===== src/rtl/clkgen_pkg.sv =====
package clkgen_pkg;
  parameter int CKG_DIV_W = 8;
  localparam int CKG_CNT_W = CKG_DIV_W + 1;

  localparam logic [1:0] A_MAIN = 2'd0;
  localparam logic [1:0] A_STAT = 2'd1;
  localparam logic [1:0] A_CTRL = 2'd2;
  localparam logic [1:0] A_DIV  = 2'd3;

  typedef struct packed {
    logic [3:0]           src;
    logic                 en;
    logic                 idc;
    logic                 oov;
    logic                 oe;
    logic                 divsel;
    logic [CKG_DIV_W-1:0] div;
  } gen_cfg_t;

  localparam gen_cfg_t CFG_OFF  = '{src: 4'd0, en: 1'b0, idc: 1'b0, oov: 1'b0,
                                    oe: 1'b0, divsel: 1'b0, div: '0};
  localparam gen_cfg_t CFG_BOOT = '{src: 4'd0, en: 1'b1, idc: 1'b0, oov: 1'b0,
                                    oe: 1'b0, divsel: 1'b0, div: '0};

  // full output period, counted in source ticks (two ticks per source period)
  function automatic logic [CKG_CNT_W-1:0] period_ticks(logic divsel, logic [CKG_DIV_W-1:0] div);
    int e;
    if (divsel) begin
      e = (int'(div) > CKG_DIV_W - 2) ? CKG_DIV_W - 2 : int'(div);
      return CKG_CNT_W'(1) << (e + 2);
    end
    if (div <= CKG_DIV_W'(1)) return CKG_CNT_W'(2);
    return {div, 1'b0};
  endfunction

  // ticks spent high inside one period
  function automatic logic [CKG_CNT_W-1:0] high_ticks(logic divsel, logic idc,
                                                      logic [CKG_DIV_W-1:0] div);
    if (divsel) return period_ticks(1'b1, div) >> 1;
    if (div <= CKG_DIV_W'(1)) return CKG_CNT_W'(1);
    if (idc || !div[0]) return {1'b0, div};
    return {1'b0, div} - CKG_CNT_W'(1);
  endfunction

  function automatic logic [31:0] pack_ctrl(logic [3:0] id, gen_cfg_t c, logic en_rd);
    logic [31:0] w;
    w        = '0;
    w[3:0]   = id;
    w[11:8]  = c.src;
    w[16]    = en_rd;
    w[17]    = c.idc;
    w[18]    = c.oov;
    w[19]    = c.oe;
    w[20]    = c.divsel;
    return w;
  endfunction

  function automatic logic [31:0] pack_div(logic [3:0] id, gen_cfg_t c);
    logic [31:0] w;
    w                  = '0;
    w[3:0]             = id;
    w[8 +: CKG_DIV_W]  = c.div;
    return w;
  endfunction
endpackage


===== src/rtl/clkgen_regs.sv =====
module clkgen_regs
  import clkgen_pkg::*;
#(
  parameter int NGEN     = 4,
  parameter int SYNC_LAT = 4,
  localparam int IDW     = (NGEN > 1) ? $clog2(NGEN) : 1
) (
  input  logic            clk,
  input  logic            rst_n,
  input  logic            bus_we,
  input  logic [1:0]      bus_addr,
  input  logic [3:0]      bus_be,
  input  logic [31:0]     bus_wdata,
  input  logic [NGEN-1:0] running,
  output logic [31:0]     bus_rdata,
  output gen_cfg_t        act_cfg [NGEN],
  output logic [NGEN-1:0] apply,
  output logic            swrst_pulse,
  output logic            busy,
  output logic [IDW-1:0]  sel
);
  localparam int SW = $clog2(SYNC_LAT + 1);

  gen_cfg_t       shd [NGEN];
  logic [SW-1:0]  sync_cnt;
  logic           pend_rst;
  logic [IDW-1:0] pend_id;

  logic [3:0] wid;
  logic       wr_full, wr_byte, gen_addr, id_ok, sel_wr, cfg_wr, rst_wr, sync_end;
  logic       unused_bits;

  assign wid         = bus_wdata[3:0];
  assign wr_full     = bus_we && !busy && (bus_be == 4'hF);
  assign wr_byte     = bus_we && !busy && (bus_be == 4'h1);
  assign gen_addr    = (bus_addr == A_CTRL) || (bus_addr == A_DIV);
  assign id_ok       = int'(wid) < NGEN;
  assign sel_wr      = (wr_full || wr_byte) && gen_addr && id_ok;
  assign cfg_wr      = wr_full && gen_addr && id_ok;
  assign rst_wr      = wr_full && (bus_addr == A_MAIN) && bus_wdata[0];
  assign busy        = (sync_cnt != '0);
  assign sync_end    = (sync_cnt == SW'(1));
  assign swrst_pulse = sync_end && pend_rst;
  assign unused_bits = ^{bus_wdata[31:21], bus_wdata[15:12], bus_wdata[7:4]};

  for (genvar g = 0; g < NGEN; g++) begin : g_apply
    assign apply[g]   = sync_end && !pend_rst && (pend_id == IDW'(g));
    assign act_cfg[g] = act_q[g];
  end

  gen_cfg_t act_q [NGEN];

  always_ff @(posedge clk or negedge rst_n) begin
    if (!rst_n) begin
      sync_cnt <= '0;
      pend_rst <= 1'b0;
      pend_id  <= '0;
      sel      <= '0;
      for (int g = 0; g < NGEN; g++) begin
        shd[g]   <= (g == 0) ? CFG_BOOT : CFG_OFF;
        act_q[g] <= (g == 0) ? CFG_BOOT : CFG_OFF;
      end
    end else if (swrst_pulse) begin
      sync_cnt <= '0;
      pend_rst <= 1'b0;
      pend_id  <= '0;
      sel      <= '0;
      for (int g = 0; g < NGEN; g++) begin
        shd[g]   <= (g == 0) ? CFG_BOOT : CFG_OFF;
        act_q[g] <= (g == 0) ? CFG_BOOT : CFG_OFF;
      end
    end else begin
      if (busy) sync_cnt <= sync_cnt - SW'(1);
      if (cfg_wr || rst_wr) begin
        sync_cnt <= SW'(SYNC_LAT);
        pend_rst <= rst_wr;
        pend_id  <= wid[IDW-1:0];
      end
      if (sel_wr) sel <= wid[IDW-1:0];
      for (int g = 0; g < NGEN; g++) begin
        if (cfg_wr && wid == 4'(g)) begin
          if (bus_addr == A_CTRL) begin
            shd[g].src    <= bus_wdata[11:8];
            shd[g].en     <= bus_wdata[16];
            shd[g].idc    <= bus_wdata[17];
            shd[g].oov    <= bus_wdata[18];
            shd[g].oe     <= bus_wdata[19];
            shd[g].divsel <= bus_wdata[20];
          end else begin
            shd[g].div <= bus_wdata[8 +: CKG_DIV_W];
          end
        end
        if (apply[g]) act_q[g] <= shd[g];
      end
    end
  end

  always_comb begin
    unique case (bus_addr)
      A_MAIN:  bus_rdata = {31'b0, busy && pend_rst};
      A_STAT:  bus_rdata = {31'b0, busy};
      A_CTRL:  bus_rdata = pack_ctrl(4'(sel), shd[sel], shd[sel].en | running[sel]);
      default: bus_rdata = pack_div(4'(sel), shd[sel]);
    endcase
  end
endmodule


===== src/rtl/clkgen_div.sv =====
module clkgen_div
  import clkgen_pkg::*;
#(
  parameter int NSRC   = 4,
  parameter bit DEF_ON = 1'b0
) (
  input  logic            clk,
  input  logic            rst_n,
  input  logic            swrst,
  input  logic [NSRC-1:0] src_tick,
  input  gen_cfg_t        cfg,
  input  logic            apply,
  output logic            running,
  output logic            gen_clk,
  output logic            gen_pin
);
  logic [CKG_CNT_W-1:0] cnt_q, cnt_n, cnt_step, period, high;
  logic                 raw_q, raw_n, run_n, clk_n, tick, live;

  assign tick     = |(src_tick & (NSRC'(1) << cfg.src));
  assign period   = period_ticks(cfg.divsel, cfg.div);
  assign high     = high_ticks(cfg.divsel, cfg.idc, cfg.div);
  assign live     = cfg.en | running;
  assign cnt_step = (cnt_q >= period - CKG_CNT_W'(1)) ? '0 : cnt_q + CKG_CNT_W'(1);

  always_comb begin
    cnt_n = cnt_q;
    raw_n = raw_q;
    if (!live) begin
      cnt_n = '1;
      raw_n = 1'b0;
    end else if (tick) begin
      cnt_n = cnt_step;
      raw_n = (cnt_step < high);
    end
    run_n = running;
    if (!apply) begin
      if (cfg.en && !running && raw_n == cfg.oov)      run_n = 1'b1;
      else if (!cfg.en && running && raw_n == cfg.oov) run_n = 1'b0;
    end
    clk_n = run_n ? raw_n : cfg.oov;
  end

  always_ff @(posedge clk or negedge rst_n) begin
    if (!rst_n) begin
      cnt_q   <= '1;
      raw_q   <= 1'b0;
      running <= DEF_ON;
      gen_clk <= 1'b0;
    end else if (swrst) begin
      cnt_q   <= '1;
      raw_q   <= 1'b0;
      running <= DEF_ON;
      gen_clk <= 1'b0;
    end else begin
      cnt_q   <= cnt_n;
      raw_q   <= raw_n;
      running <= run_n;
      gen_clk <= clk_n;
    end
  end

  assign gen_pin = cfg.oe & gen_clk;
endmodule


===== src/rtl/clkgen_bank.sv =====
module clkgen_bank
  import clkgen_pkg::*;
#(
  parameter int NGEN     = 4,
  parameter int NSRC     = 4,
  parameter int SYNC_LAT = 4
) (
  input  logic            clk,
  input  logic            rst_n,
  input  logic [NSRC-1:0] src_tick,
  input  logic            bus_we,
  input  logic [1:0]      bus_addr,
  input  logic [3:0]      bus_be,
  input  logic [31:0]     bus_wdata,
  output logic [31:0]     bus_rdata,
  output logic [NGEN-1:0] gen_clk,
  output logic [NGEN-1:0] gen_pin
);
  localparam int IDW = (NGEN > 1) ? $clog2(NGEN) : 1;

  gen_cfg_t        act_cfg [NGEN];
  logic [NGEN-1:0] apply_vec, running, oov_act;
  logic            swrst_pulse, busy;
  logic [IDW-1:0]  sel;

  clkgen_regs #(.NGEN(NGEN), .SYNC_LAT(SYNC_LAT)) u_regs (
    .clk(clk), .rst_n(rst_n), .bus_we(bus_we), .bus_addr(bus_addr), .bus_be(bus_be),
    .bus_wdata(bus_wdata), .running(running), .bus_rdata(bus_rdata), .act_cfg(act_cfg),
    .apply(apply_vec), .swrst_pulse(swrst_pulse), .busy(busy), .sel(sel)
  );

  for (genvar g = 0; g < NGEN; g++) begin : g_gen
    assign oov_act[g] = act_cfg[g].oov;
    clkgen_div #(.NSRC(NSRC), .DEF_ON(g == 0)) u_div (
      .clk(clk), .rst_n(rst_n), .swrst(swrst_pulse), .src_tick(src_tick),
      .cfg(act_cfg[g]), .apply(apply_vec[g]), .running(running[g]),
      .gen_clk(gen_clk[g]), .gen_pin(gen_pin[g])
    );
  end
endmodule


===== config.mk =====
export PLATFORM = sky130hd
export DESIGN_NAME = clkgen_bank
export DESIGN_NICKNAME = d
export VERILOG_FILES = /design/src/rtl/clkgen_pkg.sv /design/src/rtl/clkgen_regs.sv /design/src/rtl/clkgen_div.sv /design/src/rtl/clkgen_bank.sv
export SDC_FILE = /design/constraint.sdc
export NUM_CORES = 1
export LEC_CHECK = 0
export ABC_CLOCK_PERIOD_IN_PS = 11600
export BUFFER_PORTS_ARGS = -buffer_cell sky130_fd_sc_hd__buf_2
export CAP_MARGIN = 10
export CORE_UTILIZATION = 65
export CTS_BUF_LIST = sky130_fd_sc_hd__clkbuf_16
export DETAILED_ROUTE_END_ITERATION = 6
export PLACE_DENSITY_LB_ADDON = 0.25
export SYNTH_ARGS = -nofsm -noshare
export SYNTH_HDL_FRONTEND = slang
export SYNTH_HIERARCHICAL = 1
export SYNTH_SLANG_ARGS = --single-unit

===== constraint.sdc =====
create_clock -name clk -period 11.6 [get_ports clk]
set_clock_uncertainty 0.15 [all_clocks]
set_input_delay 1.16 -clock clk [delete_from_list [all_inputs] [get_ports clk]]
set_output_delay 1.16 -clock clk [all_outputs]
set_load 0.02 [all_outputs]

==> flow_metrics.tcl, run 1 <==
set metrics [dict create \
    drive_above_1_share_pct 13.7 \
    hold_viol_final 0 \
    vias 11400 \
    vias_per_cell 6.31 \
    yosysWarnings 6 \
    antenna_found_initial 1 \
    cts_resized 0 \
    drt_first_pass_iters 6 \
    avgRoutedWirePerCell_um 18.7 \
    ys_seq_area_share_pct 35.0 \
    die-area_sq_um 21900 \
    hold_buffers 0 \
    wirelength_mm 33.8 \
    post-cts-setup-buffers 0 \
    clk_path_buf_depth 2 \
    grt_pass1_wl_mm 55.0 \
    grt_pass1_vias 10800 \
    cts-root-buf "clkbuf_16" \
    status "finished, final reports clean" \
    clk_pin_slew_ps 70 \
    synth_ff_type "dfrtp_1" \
    grtUsageTotal_pct 31.8 \
    cts_tree "built" \
    io_pins 85 \
    syn2layout_area_growth_pct 6.04 \
    drc 0 \
    synthArstFlopShare_pct 100 \
    max_freq_ghz 0.143 \
    synth_edf_count 0 \
    end_kind "flop" \
    layout_min_cycle_time_ps 7010 \
    finalMaxSlewViolations 0 \
    nNetsFinal 1656 \
    synthDistinctLibCells 97 \
    avgSynthCellArea_sq_um 9.21 \
    start_util_pct 66.2 \
    drt.antenna.violating_nets 0 \
    cts_sinks 192 \
    setup_tns_ps 0 \
    cts_inserted_buffers 17 \
    ys_ff_latch 192 \
    overflow 0 \
    cts_htree_levels 4 \
    start_kind "flop" \
    cap_violations 0 \
    dieWidth_um 148 \
    rsz0062_at_grt "false" \
    grt_max_degree 123 \
    row_count 53 \
    path_max_fanout 16 \
    coreArea_sq_um 21000 \
    fin_crit_sh_pct 60.5 \
    path_class "reg2reg" \
    cp.arrival_ps 7230 \
    io_buffers 52 \
    setup_viol 0 \
    syn_area_sq_um 13900 \
    slew_headroom_pct 24.5 \
    place.gp.congestion 0.892 \
    dp_hpwl_mm 24.1 \
    hold_class "reg2reg" \
    synthCells 1506 \
    drt_iter0_markers 825 \
    worst_slew_pin_slew_ps 1130 \
    worst_skew_pair.late_latency_ps 440 \
    cp.required_ps 11820 \
    regToRegSetupSlack_ps 4590 \
    die_h_um 148 \
]
[flip-flops by register name (all words and copies together) (netlist names)]
register,cells
u_regs/sel,2
g_gen.u_div/running,4
g_gen.u_div/cnt_q,36
u_regs/act_cfg,68
u_regs/shd,68
u_regs/pend_id,2
g_gen.u_div/gen_clk,4
u_regs/sync_cnt,3
u_regs/pend_rst,1
g_gen.u_div/raw_q,4
[cells in the mapped netlist, types with 25 or more instances]
cell type / number / share of area [%]
buf_2: 25 / 0.90
ha_1: 95 / 8.6
mux2i_1: 119 / 8.6
o21ai_0: 43 / 1.6
a21oi_1: 66 / 2.4
clkbuf_1: 30 / 0.81
dfstp_2: 39 / 7.4
dfrtp_1: 153 / 28
nand2_1: 243 / 6.6
xnor2_1: 44 / 2.8
nand3_1: 52 / 1.9
inv_1: 74 / 2.0
nor2_1: 98 / 2.7
[stage by stage]
step	setup slack, ps	instances	hold slack [ps]	utilization, %	cell area, sq um
final	4590	1805	376	70.2	14700
after floorplan	5640	1522	336	-	13900
after detailed placement	4820	1772	367	67.5	14100
after global routing	4220	1805	406	70.2	14700
after global placement	4960	1772	357	67.5	14100
after CTS	4760	1804	378	70.2	14700
[path summary, 6_finish.rpt]
| kind | startpoint | endpoint | cells after the start |
|---|---|---|---|
| max | u_regs/act_cfg[55]$_DFFE_PN0P_ | g_gen[0].u_div/running$_DFF_PN1_ | 25 |
| min in group asynchronous | rst_n | g_gen[2].u_div/gen_clk$_DFF_PN0_ | 1 |
| min | u_regs/act_cfg[67]$_DFFE_PN0P_ | u_regs/act_cfg[67]$_DFFE_PN0P_ | 2 |
| min reg2reg | u_regs/act_cfg[67]$_DFFE_PN0P_ | u_regs/act_cfg[67]$_DFFE_PN0P_ | 2 |
| max reg2reg | u_regs/act_cfg[55]$_DFFE_PN0P_ | g_gen[0].u_div/running$_DFF_PN1_ | 25 |
| max in group asynchronous | rst_n | u_regs/act_cfg[11]$_DFFE_PN0P_ | 2 |
[critical path: stages (launching register included)]
cell and delay [ps]:
dfrtp_1 460, nor2_2 220, or4b_1 610, nor2_1 260, inv_1 80, ha_1 250
or3_1 380, o41ai_2 350, o31ai_1 200, ha_1 260, and4_1 200, xnor2_1 150
ha_1 320, nand4_1 140, o21ai_0 180, a31oi_1 80, o21ai_1 740, nor2_1 160
ha_1 380, nand4_1 130, nor2_1 130, o31ai_1 80, a22o_1 190, a31oi_1 320
mux2i_1 270, mux2i_1 220
[cells by family after synthesis]
| kind of cell | after synthesis | share of synthesized area [%] |
|---|---|---|
| DFF | 192 | 35.0 |
| adders and majority gates | 95 | 8.57 |
| and+or+nand+nor | 604 | 22.3 |
| other | 1 | 0.0270 |
| muxes | 141 | 12.0 |
| buffers and inverters | 162 | 5.47 |
| xor gates and xnor gates | 67 | 4.23 |
| AOI/OAI and AO/OA | 244 | 12.4 |
[cell type report]
cell class / count / area [sq um]
clock inverter: 15 / 143
antenna: 1 / 2.50
timing repair buffer: 61 / 337
multi-input combinational: 1168 / 8320
fill: 1624 / 6240
clock buffer: 17 / 425
inverter: 76 / 285
sequential: 192 / 4850
tap: 275 / 344
[placed cells by master (no fill, tap or decap), types with 6 or more instances in the layout]
cell,count
dfstp_2,39
clkbuf_16,17
a22o_1,8
inv_1,75
nand4_1,14
nand2_1,243
a221o_1,8
o21ai_0,43
a22oi_1,9
conb_1,17
nand3b_1,14
mux2i_1,119
nor3_1,16
nand3_1,52
buf_2,51
and3_1,23
xnor2_1,44
or3_1,11
nor2_1,98
mux4_2,20
dfrtp_1,153
a21oi_1,66
nand2b_1,20
o311ai_0,18
and2_1,24
a31oi_1,6
o211ai_1,7
nor2b_1,23
buf_4,9
o21ai_1,14
xor2_1,23
o21ai_2,9
ha_1,95
o211a_1,6
[routing by layer]
| metal | up-vias | track usage [%] | wire, um |
|---|---|---|---|
| met3 | 55 | 5.55 | 2150 |
| met2 | 416 | 51.4 | 16100 |
| li1 | 5336 | - | - |
| met5 | - | 0 | 0 |
| met1 | 5585 | 43.5 | 14900 |
| met4 | 0 | 10.2 | 646 |
Power of run 1 is not shown: default switching activity piles up to over one toggle a cycle in this logic, so the estimate is an artifact.
==> run 2, diff against run 1 <==
ABC_CLOCK_PERIOD_IN_PS = 6900   (was 11600)
CORE_UTILIZATION = 62   (was 65)
clock period = 6.9 ns   (was 11.6 ns; I/O delays follow)
==> flow_metrics.tcl, run 2 (synthesis gave the netlist of run 1 again) <==
set metrics [dict create \
    nNetsFinal 1662 \
    cts_tree "built" \
    vias 11300 \
    place.gp.congestion 0.912 \
    cts_htree_levels 4 \
    io_buffers 52 \
    regArea_sq_um 4850 \
    row_count 54 \
    drt_iter0_markers 907 \
    grt_pass1_vias 10500 \
    placed_cell_area_sq_um 14200 \
    cts-root-buf "clkbuf_16" \
    hold_viol_final 0 \
    grt_max_degree 112 \
    finalMaxSlewViolations 0 \
    cp-startpoint "u_regs/act_cfg[24]$_DFFE_PN0P_" \
    path_max_fanout 17 \
    setup_tns_ps 0 \
    dp_slack_ps 390 \
    vias_per_cell 6.21 \
    design_area_sq_um 14800 \
    fin_crit_sh_pct 93.6 \
    slew_headroom_pct 27.8 \
    post-cts-setup-buffers 0 \
    start_kind "flop" \
    start_util_pct 63.4 \
    cp.required_ps 7110 \
    wirelength_mm 33.8 \
    fillers 1761 \
    max_freq_ghz 0.155 \
    grt_pass1_wl_mm 54.5 \
    worst_skew_pair.late_latency_ps 440 \
    clk_path_buf_depth 2 \
    hold_buffers 0 \
    final_cell_mix "nand2_1, dfrtp_1, mux2i_1" \
    status "finished, final reports clean" \
    end_kind "flop" \
    clk_pin_slew_ps 70 \
    cts_sinks 192 \
    overflow 0 \
    antenna_found_initial 0 \
    cap_violations 0 \
    layout_commonest_cell "nand2_1" \
    rsz0062_at_grt "false" \
    path_class "reg2reg" \
    io_pins 85 \
    dp_hpwl_mm 24.5 \
    die_h_um 152 \
    layout_min_cycle_time_ps 6460 \
    cts_inserted_buffers 17 \
    antennaDiodeCount 0 \
    dieWidth_um 152 \
    coreArea_sq_um 21900 \
    hold_class "in2async" \
    cp.arrival_ps 6670 \
    grtUsageTotal_pct 30.5 \
    drt.antenna.violating_nets 0 \
    die-area_sq_um 23000 \
    syn2layout_area_growth_pct 6.58 \
    drt_first_pass_iters 5 \
    worst_slew_pin_slew_ps 1080 \
    avgRoutedWirePerCell_um 18.6 \
    setup_slack_ps 442 \
    multiInputGateArea_sq_um 8330 \
    drive_above_1_share_pct 14.3 \
    setup_viol 0 \
    r2r-start "u_regs/act_cfg[24]$_DFFE_PN0P_" \
    drc 0 \
]
==> run 2: changes by cell type in the layout (fill, tap and decap cells not counted), sizes merged <==
cell	before	now
clkinv	9	7
diode	1	0
clkinvlp	0	1
buf	60	66
inv	80	81
==> run 2: layout make-up <==
class	count	share of cell area [%]
timing repair buffer	67	2.58
multi-input combinational	1168	56.4
clock inverter	15	1.06
clock buffer	17	2.88
inverter	76	1.93
tap	280	2.37
sequential	192	32.8
==> run 2: repair_timing <==
action	CTS	global route
resized for setup	0	4
setup endpoints to repair	0	5
endpoints found under the hold margin	0	0
==> run 2: path summary, 6_finish.rpt <==
path	to	slack [ps]	cells after the start
worst min-delay path	u_regs/act_cfg[40]$_DFFE_PN0P_	180	1
worst min register to register	u_regs/act_cfg[67]$_DFFE_PN0P_	380	2
min in group clk	u_regs/act_cfg[67]$_DFFE_PN0P_	380	2
worst max-delay path	g_gen[2].u_div/running$_DFF_PN0_	440	23
max in group asynchronous	u_regs/act_cfg[10]$_DFFE_PN0P_	4800	2
worst max register to register	g_gen[2].u_div/running$_DFF_PN0_	440	23
==> run 2: metal layers <==
metal / up-vias / share of wire, % / GRT usage [%] / wire length (um)
li1: 5338 / - / - / -
met1: 5485 / 44 / 42.3 / 15000
met2: 406 / 48 / 49.8 / 16100
met3: 50 / 6.3 / 5.00 / 2140
met4: 0 / 1.6 / 7.62 / 552
met5: - / 0 / 0 / 0
==> run 2: per-stage QoR <==
| stage | cells | util (%) | hold WS (ps) |
|---|---|---|---|
| floorplan | 1522 | - | 244 |
| global route | 1815 | 67.5 | 280 |
| CTS | 1815 | 67.5 | 259 |
| global placement | 1783 | 64.8 | 356 |
| detailed placement | 1783 | 64.8 | 364 |
| finish | 1815 | 67.5 | 182 |
==> run 2: worst max-delay path: stages (launching register included) <==
cell and delay (ps):
dfrtp_1 430, nor4_2 510, nand3_1 220, ha_1 420
nor2_1 280, nor4b_1 380, a21oi_1 190, and3_1 280
nor2b_1 150, xnor2_1 130, ha_1 300, nand4_1 160
nor2_1 150, a21oi_1 100, o21ai_1 110, buf_4 230
nor2_1 70, ha_1 310, nand4_1 160, or4_4 550
or4b_4 540, and4_4 200, nor3_2 170, mux2i_1 190
Power of run 2 is left out for the same reason.
==> run 3, diff against run 2 <==
ABC_CLOCK_PERIOD_IN_PS = 6490   (was 6900)
clock period = 6.49 ns   (was 6.9 ns; I/O delays follow)
==> flow_metrics.tcl, run 3 (synthesis gave the netlist of run 1 again) <==
set metrics [dict create \
    row_count 54 \
    layout_commonest_cell "nand2_1" \
    place.gp.congestion 0.918 \
    path_class "reg2reg" \
    dp_slack_ps 164 \
    io_pins 85 \
    start_kind "flop" \
    antenna_found_initial 0 \
    dieWidth_um 152 \
    worst_skew_pair.late_latency_ps 440 \
    cp.arrival_ps 6400 \
    coreArea_sq_um 21900 \
    slew_headroom_pct 22.7 \
    die_h_um 152 \
    cts_tree "built" \
    nNetsFinal 1691 \
    avgRoutedWirePerCell_um 19.1 \
    end_kind "flop" \
    status "finished, final reports clean" \
    cts-root-buf "clkbuf_16" \
    clk_pin_slew_ps 70 \
    setup_viol 0 \
    drt_iter0_markers 783 \
    drt_first_pass_iters 5 \
    antennaDiodeCount 0 \
    hold_buffers 0 \
    start_util_pct 63.4 \
    cp-startpoint "u_regs/act_cfg[41]$_DFFE_PN0P_" \
    final_util_pct 68.9 \
    cts_inserted_buffers 17 \
    dp_hpwl_mm 25.0 \
    fin_crit_sh_pct 95.2 \
    grtUsageTotal_pct 31.6 \
    io_buffers 52 \
    max_freq_ghz 0.162 \
    final_cell_mix "nand2_1, dfrtp_1, mux2i_1" \
    r2r-start "u_regs/act_cfg[41]$_DFFE_PN0P_" \
    drive_above_1_share_pct 16.1 \
    cts_sinks 192 \
    cts_htree_levels 4 \
    vias 11500 \
    drt.antenna.violating_nets 0 \
    path_max_fanout 10 \
    die-area_sq_um 23000 \
    hold_viol_final 0 \
    overflow 0 \
    finalMaxSlewViolations 0 \
    critical-path-max-stage-delay_ps 560 \
    cap_violations 0 \
    critPathMostFrequentCell "ha_1" \
    grt_pass1_wl_mm 56.2 \
    grt_pass1_vias 11100 \
    cp.required_ps 6720 \
    worst_slew_pin_slew_ps 1160 \
    grt_max_degree 116 \
    layout_min_cycle_time_ps 6180 \
    r2r_cells 25 \
    syn2layout_area_growth_pct 8.68 \
    hold_class "in2async" \
    vias_per_cell 6.22 \
    clk_path_buf_depth 2 \
    wirelength_mm 35.2 \
    cpMaxStageDelayCell "or4_4" \
    setup_slack_ps 314 \
    drc 0 \
]
[run 3: per-layer routing]
metal	share of wire (%)	GRT usage [%]	vias to the layer above
li1	-	-	5401
met1	44	42.1	5621
met2	48	52.2	401
met3	6.2	5.57	53
met4	2.0	10.2	0
met5	0	0	-
[run 3: what timing repair did]
action	CTS	global route
buffers inserted	0	1
gates resized for setup	0	13
endpoints found under the setup margin	0	9
[run 3: layout make-up]
cell class / instances / area [sq um]
multi-input cells: 1168 / 8390
fillers: 1708 / 6810
flip-flops and latches: 192 / 4850
repair buffers: 96 / 599
clock buffers: 17 / 425
well taps: 280 / 350
inverters: 76 / 285
clock inverters: 15 / 170
[run 3: per-stage QoR]
stage / area [sq um] / hold slack (ps) / setup TNS (ps) / std cells
3_3_place_gp: 14400 / 357 / 0 / 1811
3_5_place_dp: 14400 / 361 / 0 / 1811
5_1_grt: 15100 / 268 / -124 / 1844
4_1_cts: 15000 / 232 / 0 / 1843
6_report: 15100 / 186 / 0 / 1844
2_1_floorplan: 13900 / 203 / 0 / 1522
[run 3: final timing paths]
| path | end | slack, ps |
|---|---|---|
| worst max-delay path | g_gen[1].u_div/running$_DFF_PN0_ | 310 |
| worst min-delay path | u_regs/act_cfg[41]$_DFFE_PN0P_ | 190 |
| worst max register to register | g_gen[1].u_div/running$_DFF_PN0_ | 310 |
| worst min register to register | u_regs/act_cfg[49]$_DFFE_PN0P_ | 380 |
| max in group asynchronous | g_gen[3].u_div/gen_clk$_DFF_PN0_ | 4450 |
| min in group clk | u_regs/shd[63]$_DFFE_PN1P_ | 360 |
[run 3: critical path, delay by kind of cell (launching register included)]
kind	cells	cell delay [ps]
compound gates	5	1260
xor+xnor	1	70
fa+ha+maj	4	1230
buf+inv	1	60
flops	1	410
mux	1	370
simple gates	13	2540
Power of run 3 is left out for the same reason.
